==> src/rtl/fuse_burn_seq.sv <==
module fuse_burn_seq #(
  parameter int NUM_BANKS         = 10,
  parameter int CNT_W             = 32,
  parameter int SETTLE_TICKS      = 4,
  parameter int SUPPLY_WAIT_TICKS = 25000000,
  localparam int IDX_W            = $clog2(NUM_BANKS + 1)
) (
  input  logic                   clk,
  input  logic                   rst_n,
  input  logic                   start,
  input  logic [CNT_W-1:0]       burn_ticks,
  input  logic                   prior_burn,
  output logic [NUM_BANKS*8-1:0] bank_ctrl,
  output logic [IDX_W-1:0]       active_bank,
  output logic                   supply_off,
  output logic                   reload_req,
  output logic                   busy,
  output logic                   done,
  output logic                   err
);

  localparam logic [CNT_W-1:0] SETTLE_LAST = CNT_W'(SETTLE_TICKS - 1);
  localparam logic [CNT_W-1:0] WAIT_LAST   = CNT_W'(SUPPLY_WAIT_TICKS - 1);
  localparam logic [IDX_W-1:0] LAST_BANK   = IDX_W'(NUM_BANKS - 1);
  localparam logic [7:0]       BYTE_ARMED  = 8'h03;
  localparam logic [7:0]       BYTE_BURN   = 8'h0B;

  typedef enum logic [3:0] {
    S_IDLE, S_CLEAR, S_ARM, S_BURN, S_DISARM, S_RELEASE, S_SUPOFF, S_RELOAD, S_LOCKED
  } state_t;

  state_t           state;
  logic [IDX_W-1:0] bank;
  logic [CNT_W-1:0] cnt;
  logic [CNT_W-1:0] burn_len;
  logic             err_q;
  logic             cnt_zero;
  logic             in_bank;
  logic [7:0]       cur_byte;

  assign cnt_zero = (cnt == '0);

  always_ff @(posedge clk) begin
    if (!rst_n) begin
      state    <= S_IDLE;
      bank     <= '0;
      cnt      <= '0;
      burn_len <= CNT_W'(1);
      err_q    <= 1'b0;
    end else begin
      err_q <= 1'b0;
      case (state)
        S_IDLE: begin
          if (start) begin
            if (prior_burn) begin
              err_q <= 1'b1;
            end else begin
              state    <= S_CLEAR;
              cnt      <= SETTLE_LAST;
              burn_len <= (burn_ticks == '0) ? CNT_W'(1) : burn_ticks;
            end
          end
        end
        S_CLEAR: begin
          if (cnt_zero) begin
            state <= S_ARM;
            bank  <= '0;
            cnt   <= SETTLE_LAST;
          end else begin
            cnt <= cnt - 1'b1;
          end
        end
        S_ARM: begin
          if (cnt_zero) begin
            state <= S_BURN;
            cnt   <= burn_len - 1'b1;
          end else begin
            cnt <= cnt - 1'b1;
          end
        end
        S_BURN: begin
          if (cnt_zero) begin
            state <= S_DISARM;
            cnt   <= SETTLE_LAST;
          end else begin
            cnt <= cnt - 1'b1;
          end
        end
        S_DISARM: begin
          if (cnt_zero) begin
            state <= S_RELEASE;
            cnt   <= SETTLE_LAST;
          end else begin
            cnt <= cnt - 1'b1;
          end
        end
        S_RELEASE: begin
          if (cnt_zero) begin
            if (bank == LAST_BANK) begin
              state <= S_SUPOFF;
              cnt   <= WAIT_LAST;
            end else begin
              state <= S_ARM;
              bank  <= bank + 1'b1;
              cnt   <= SETTLE_LAST;
            end
          end else begin
            cnt <= cnt - 1'b1;
          end
        end
        S_SUPOFF: begin
          if (cnt_zero) state <= S_RELOAD;
          else cnt <= cnt - 1'b1;
        end
        S_RELOAD: state <= S_LOCKED;
        S_LOCKED: if (start) err_q <= 1'b1;
        default:  state <= S_IDLE;
      endcase
    end
  end

  assign in_bank     = (state == S_ARM) || (state == S_BURN) ||
                       (state == S_DISARM) || (state == S_RELEASE);
  assign cur_byte    = (state == S_BURN) ? BYTE_BURN :
                       ((state == S_ARM) || (state == S_DISARM)) ? BYTE_ARMED : 8'h00;
  assign active_bank = in_bank ? bank + 1'b1 : '0;
  assign busy        = (state != S_IDLE) && (state != S_LOCKED);
  assign reload_req  = (state == S_RELOAD);
  assign done        = (state == S_RELOAD);
  assign supply_off  = (state == S_SUPOFF) || (state == S_RELOAD) || (state == S_LOCKED);
  assign err         = err_q;

  logic [NUM_BANKS-1:0] byte_nz;

  for (genvar g = 0; g < NUM_BANKS; g++) begin : g_bank
    assign bank_ctrl[8*g +: 8] = (in_bank && bank == IDX_W'(g)) ? cur_byte : 8'h00;
    assign byte_nz[g]          = |bank_ctrl[8*g +: 8];
  end


  one_bank_chk: assert property (@(posedge clk) disable iff (!rst_n)
    $countones(byte_nz) <= 1);


  burn_entry_chk: assert property (@(posedge clk) disable iff (!rst_n)
    (state == S_BURN && $past(state) != S_BURN) |-> $past(state) == S_ARM);


  burn_len_chk: assert property (@(posedge clk) disable iff (!rst_n)
    (state == S_BURN) |-> (cnt < burn_len));


  supply_hold_chk: assert property (@(posedge clk) disable iff (!rst_n)
    supply_off |=> supply_off);


  reload_after_off_chk: assert property (@(posedge clk) disable iff (!rst_n)
    reload_req |-> $past(supply_off));


  done_busy_chk: assert property (@(posedge clk) disable iff (!rst_n)
    done |-> (busy && reload_req));


  done_then_idle_chk: assert property (@(posedge clk) disable iff (!rst_n)
    done |=> !busy);


  lock_hold_chk: assert property (@(posedge clk) disable iff (!rst_n)
    (state == S_LOCKED) |=> (state == S_LOCKED && !busy));


  prior_block_chk: assert property (@(posedge clk) disable iff (!rst_n)
    (state == S_IDLE && prior_burn) |=> !busy);

endmodule

==> config.mk <==
export PLATFORM = sky130hd
export DESIGN_NAME = fuse_burn_seq
export DESIGN_NICKNAME = d
export VERILOG_FILES = /design/src/rtl/fuse_burn_seq.sv
export SDC_FILE = /design/constraint.sdc
export NUM_CORES = 1
export LEC_CHECK = 0
export ABC_AREA = 1
export BUFFER_PORTS_ARGS = -buffer_cell sky130_fd_sc_hd__buf_2
export CAP_MARGIN = 0
export CELL_PAD_IN_SITES_DETAIL_PLACEMENT = 1
export CELL_PAD_IN_SITES_GLOBAL_PLACEMENT = 1
export CORE_MARGIN = 10
export CORE_UTILIZATION = 27
export CTS_BUF_LIST = sky130_fd_sc_hd__clkbuf_8
export CTS_CLUSTER_SIZE = 10
export DETAILED_ROUTE_END_ITERATION = 12
export PLACE_DENSITY_LB_ADDON = 0.1
export SYNTH_ARGS = -nofsm -noshare
export SYNTH_HDL_FRONTEND = slang
export SYNTH_SLANG_ARGS = --single-unit
==> constraint.sdc <==
create_clock -name clk -period 2.1 [get_ports clk]
set_input_delay 0.42 -clock clk [delete_from_list [all_inputs] [get_ports clk]]
set_output_delay 0.42 -clock clk [all_outputs]
set_load 0.02 [all_outputs]
==> results of run 1 <==
[flip-flops by register name, indices dropped and copies added (netlist names)]
name      flops
cnt          32
burn_len     32
err           1
bank          4
state         4
[final cells by class]
type | count | area, um2 | area share
inverter | 123 | 484.2 | 0.06197
clock buffer | 9 | 123.9 | 0.01585
clock inverter | 7 | 135.1 | 0.01729
multi-input combinational | 760 | 3969 | 0.5079
sequential | 73 | 1481 | 0.1896
timing repair buffer | 169 | 1270 | 0.1625
tap | 280 | 350.3 | 0.04484
[routing by layer]
layer,global-route usage,share of wire,vias to the layer above
met5,0,0,-
met4,0.04012,0.012,0
met3,0.02432,0.034,16
met2,0.2675,0.47,100
met1,0.2181,0.49,2949
li1,-,-,3356
[per-stage QoR]
step           TNS (ns)  instances
2_1_floorplan    -1.555       1045
3_3_place_gp          0       1382
3_5_place_dp          0       1382
4_1_cts          -1.211       1416
5_1_grt          -4.336       1421
6_report         -1.743       1421
[timing repair]
item | CTS | global route
setup buffers | 17 | 5
gates cloned | 1 | 0
pin swaps | 1 | 1
setup endpoints to repair | 33 | 57
resized for setup | 64 | 63
[power by group through the flow]
stage                     Clock, mW  Combinational [mW]  Sequential, mW
after detailed placement          0                10.6            2.25
after floorplan                   0                6.86            2.14
after global routing           1.61                13.2            2.32
after global placement            0                10.6            2.24
after CTS                      1.56                11.2            2.23
final                          1.51                11.9            2.25
[logic make-up (layout without fill, tap and decap cells)]
logic type / count (synthesis) / count (layout)
and+or+nand+nor: 517 / 517
buffers and inverters: 212 / 308
AOI/OAI and AO/OA: 155 / 155
DFF: 73 / 73
xor gates and xnor gates: 32 / 32
adders and majority gates: 6 / 6
other: 1 / 50
[cell usage in the layout, fill, tap and decap left out, types with 16 or more instances in the layout]
cell type	instances
buf_4	109
nand2_1	241
conb_1	50
nand3_1	59
dfxtp_1	67
buf_2	47
a21oi_1	72
inv_2	19
nor2_1	117
o21ai_0	45
nand4_1	17
xnor2_1	16
xor2_1	16
inv_1	100
nor2_2	19
[worst register-to-register path, cell delays in order, from the launching register on]
cell and delay, ns:
dfxtp_4 0.40, inv_6 0.05, nand2_4 0.07, nor2_4 0.05, nor2_4 0.13, nand2_4 0.09, nor2_4 0.16, buf_4 0.14
buf_4 0.10, nand3_4 0.09, nand2_1 0.19, nand3_2 0.16, o21ai_1 0.17, a21oi_1 0.06
[path summary, 6_finish.rpt]
path,from,to,slack [ns],cells past startpoint
max reg2reg,state[3]$_SDFFE_PN0P_,state[1]$_SDFFE_PN0P_,0.15,13
min,burn_ticks[26],burn_len[26]$_SDFFE_PN0P_,0.29,3
min reg2reg,cnt[31]$_SDFFE_PN0P_,cnt[31]$_SDFFE_PN0P_,0.51,2
max,state[3]$_SDFFE_PN0P_,bank_ctrl[0],-0.12,8
==> reports/metrics.yaml, run 1 <==
clock-sinks: 73
num_rows: 54
place.port_buffers: 74
viasPerCell: 4.519
synth_compound_area_frac: 0.1391
cp_data_arrival_time_ns: 1.80
io_pins: 125
wire_per_inst_um: 16.42
drive_gt1_frac: 0.2524
totalWireLength_mm: 23.34
final_max_slew_viol_count: 0
drt_pass1_iterations: 4
fillerInstances: 2870
max-vdd-ir-drop_v: 0.0006349
clockBufferDepth: 2
cp-start-kind: "flop"
path_buf_inv: 3
min_path_type: "input port to flop"
rsz0062_at_grt: "true"
grt_overflow_total: 0
holdBufCountCts: 0
p_leak_nw: 3.817
antenna_found_initial: 0
cts-root-buf: "clkbuf_8"
drv_cap: 0
layout.nets: 1178
violations: "setup timing"
power.switching_mw: 8.515
initial_core_util: 0.2738
synth_area_leaders: "dfxtp_1, nand2_1, nor2_1"
pwr-share-clk: 0.096
h-tree-depth: 3
core_area_mm2: 0.02182
max_freq_mhz: 450.2
design_power_total_mw: 15.71
synth-main-ff-cell: "dfxtp_1"
yosysWarnings: 0
syn-cell-area_mm2: 0.005974
clkTransAtPathRegs_ns: 0.09
die_x_um: 168.8
drc_errors: 0
cp-end-kind: "output port"
syn_to_final_growth_pct: 30.79
seq_power_share: 0.143
yosys.area_share.adder: 0.01257
ys_async_sr_fraction: 0
grt_first_pass_wirelength_mm: 37.27
synth_top_family_by_area: "simple AND/OR/NAND/NOR gates"
finalSetupViolations: 21
synthMuxAreaShare: 0
crit_fanout: 6
critical_path_class: "flop to output port"
finalWeightedCongestion: 0.8445
synth_xor_area_frac: 0.04691
hpwl_mm: 18.69
final.setup.worst_slack_ns: -0.1213
gr-usage-all-layers: 0.1629
post-place-ws_ns: 0.04778
max_stage_delay_ns: 0.38
grt_max_degree: 57
hold_viol: 0
cp_top_family: "simple AND/OR/NAND/NOR gates"
yosys.area.top_type: "dfxtp_1"
die_h_um: 168.8
final_util: 0.3580
grt_pass1_vias: 6838
yosysSeqAreaShare: 0.2446
ant_nets: 0
dpl_cell_area_mm2: 0.006899
p_int_mw: 7.194
cts_buffers: 9
die_area_mm2: 0.02848
num_antenna_cells: 0
synth.most_common_cell: "nand2_1"
switching_share: 0.5420
tritoncts: "yes"
num_vias: 6421
synthSimpleGateAreaFrac: 0.3772
synth_edf_count: 0
synthCells: 996
period_minus_slack_ns: 2.221
syn_area_per_cell_um2: 5.998
whs_ns: 0.2862
first_iter_violations: 277
outcome: "finished, violations left"
worst_path_max_delay_cell: "dfxtp_4"
period_share: 1.058
synth.top_cell.area_share: 0.2446
synth_cell_types: 37
netlist_top_cells_count: "nand2_1, nor2_1, inv_1"
worst_ep_required_time_ns: 1.68
clock_latency_ns: 0.39
final_area_mm2: 0.007814
ys_ff_latch: 73
fin_worst_skew_ns: 0.01794
powerDensity_mw_per_mm2: 2010
worstPathCellList: "inv_6, nand2_4, nor2_4, nor2_4, nand2_4, clkinvlp_4, nor4_2, buf_4"
comb_power_share: 0.760
Note: power is estimated with default switching activity, not from simulation.
==> run 2, diff against run 1 <==
==> constraint.sdc (replaced) <==
create_clock -name clk -period 2.2 [get_ports clk]
set_input_delay 0.44 -clock clk [delete_from_list [all_inputs] [get_ports clk]]
set_output_delay 0.44 -clock clk [all_outputs]
set_load 0.02 [all_outputs]
==> run 2 against run 1 <==
Net effect:
- the run still ends with setup timing left
- register-to-register slack better by 0.02 ns
- global-route usage shrank 0.088 points
- clock-buffer cell count grew 1
- worst setup slack gained 0.046 ns
- via count down 0.64%
- first-iteration DRC count down 2.2%
- core utilization shrank 2.7 points
- total power decreased by 15%
- clock skew about the same
- routed wire length decreased by 1.4%
- sequential power shrank 2%
- critical endpoint is now bank_ctrl[40]
==> reports/metrics.yaml, run 2 (synthesis results as in run 1) <==
grt_overflow_total: 0
powerDensity_mw_per_mm2: 1849
grt_use_met3: 0.02617
antenna_found_initial: 0
setup.worst_path.start: "state[3]$_SDFFE_PN0P_"
clock-sinks: 73
clkTransAtPathRegs_ns: 0.09
syn_to_final_growth_pct: 21.05
grt_pass1_vias: 6641
num_vias: 6380
violations: "setup timing"
min_path_type: "input port to flop"
cts-root-buf: "clkbuf_8"
gr-usage-all-layers: 0.1620
die_h_um: 168.8
place.port_buffers: 74
die_area_mm2: 0.02848
initial_core_util: 0.2738
clock_latency_ns: 0.38
viasPerCell: 4.606
reg2reg_slack_ns: 0.17
hold_viol: 0
multi_input_area_mm2: 0.003829
final.setup.worst_slack_ns: -0.07541
period_minus_slack_ns: 2.275
cp_data_arrival_time_ns: 1.84
grt_use_met2: 0.2565
fillerInstances: 2903
ant_nets: 0
worst_ep_required_time_ns: 1.76
layout.cells.non_filler: 1385
placed_cells: 1354
cts_buffers: 9
p_leak_nw: 3.585
holdBufCountCts: 0
cp-end-kind: "output port"
busiest_layer: "met2"
final_cell_mix: "nand2_1, nor2_1, inv_1"
crit_end: "bank_ctrl[40]"
met1_usage: 0.2239
grt_first_pass_wirelength_mm: 37.24
h-tree-depth: 3
seqCellArea_mm2: 0.001480
r2r_start: "cnt[24]$_SDFFE_PN0P_"
final_max_slew_viol_count: 0
rsz0062_at_grt: "true"
num_rows: 54
r2r-end: "cnt[28]$_SDFFE_PN0P_"
totalWireLength_mm: 23.01
critical_path_class: "flop to output port"
crit_fanout: 6
finalWeightedCongestion: 0.8703
die_x_um: 168.8
whs_ns: 0.3127
first_iter_violations: 271
drive_gt1_frac: 0.2063
clockBufferDepth: 2
grt_max_degree: 57
reg2regPathDepth: 12
layout.nets: 1142
hp-start: "burn_ticks[29]"
hpwl_mm: 18.70
final_common_cell: "nand2_1"
io_pins: 125
drv_cap: 0
max-vdd-ir-drop_v: 0.0006610
drt_pass1_iterations: 4
max_freq_mhz: 439.5
tritoncts: "yes"
period_share: 1.034
drc_errors: 0
wire_per_inst_um: 16.61
cp-start-kind: "flop"
fin_worst_skew_ns: 0.01778
outcome: "finished, violations left"
finalSetupViolations: 12
num_antenna_cells: 0
hold-path-cell-count: 3
core_area_mm2: 0.02182
largestRegisters: "burn_len: 32 flops, cnt: 32 flops"
-- run 2: cell count changes in the layout (fill, tap and decap cells not counted), sizes merged --
cell	change
buf	-35
bufinv	-2
clkinv	+3
clkinvlp	-2
-- run 2: power by group --
group	internal (mW)	switching [mW]
clock network	0.665	0.585
registers	1.72	0.489
logic	3.39	6.53
total	5.77	7.60
-- run 2: metrics by stage --
stage            util  setup slack (ns)  setup TNS [ns]  area [um2]  power, mW
2_1_floorplan       -           -0.1791          -1.075        6158      8.554
3_3_place_gp   0.3031           0.06275               0        6614      11.48
3_5_place_dp   0.3031          -0.01389        -0.01767        6614      11.45
4_1_cts        0.3252          -0.07112         -0.5657        7098      13.09
5_1_grt        0.3314           -0.1650          -2.572        7232      14.77
6_report       0.3314          -0.07541         -0.6865        7232      13.37
-- run 2: how the worst min path moves through the flow --
stage | slack [ns] | endpoint
6_report | 0.31 | burn_len[29]$_SDFFE_PN0P_
5_1_grt | 0.31 | burn_len[8]$_SDFFE_PN0P_
4_1_cts | 0.30 | burn_len[29]$_SDFFE_PN0P_
3_5_place_dp | 0.49 | cnt[30]$_SDFFE_PN0P_
3_3_place_gp | 0.49 | cnt[30]$_SDFFE_PN0P_
2_1_floorplan | 0.46 | burn_len[1]$_SDFFE_PN0P_
-- run 2: layout make-up --
| type | instances | area share |
|---|---|---|
| clock buffers | 10 | 0.01903 |
| clock inverters | 6 | 0.01142 |
| inverters | 123 | 0.06713 |
| multi-input cells | 760 | 0.5294 |
| flip-flops and latches | 73 | 0.2047 |
| well taps | 280 | 0.04844 |
| repair buffers | 133 | 0.1199 |
-- run 2: metal layers --
metal,vias to the layer above,wire length [um],part of all wire
li1,3287,-,-
met3,15,885,0.038
met5,-,0,0
met1,2980,11450,0.50
met4,0,259,0.011
met2,98,10410,0.45
-- run 2: repair_timing --
action                                  4_1_cts  5_1_grt
pin swaps                                     3        3
endpoints found under the setup margin       31       59
gates resized for setup                      51       22
buffers inserted                              9        6
-- run 2: worst max-delay path, cell delays in order (launching register included) --
cell and delay, ns:
dfxtp_4 0.38, inv_6 0.08, nand2_4 0.06, nor2_4 0.10
nor2_2 0.06, nand2_4 0.10, clkinvlp_4 0.22, nor4_2 0.25
buf_4 0.20
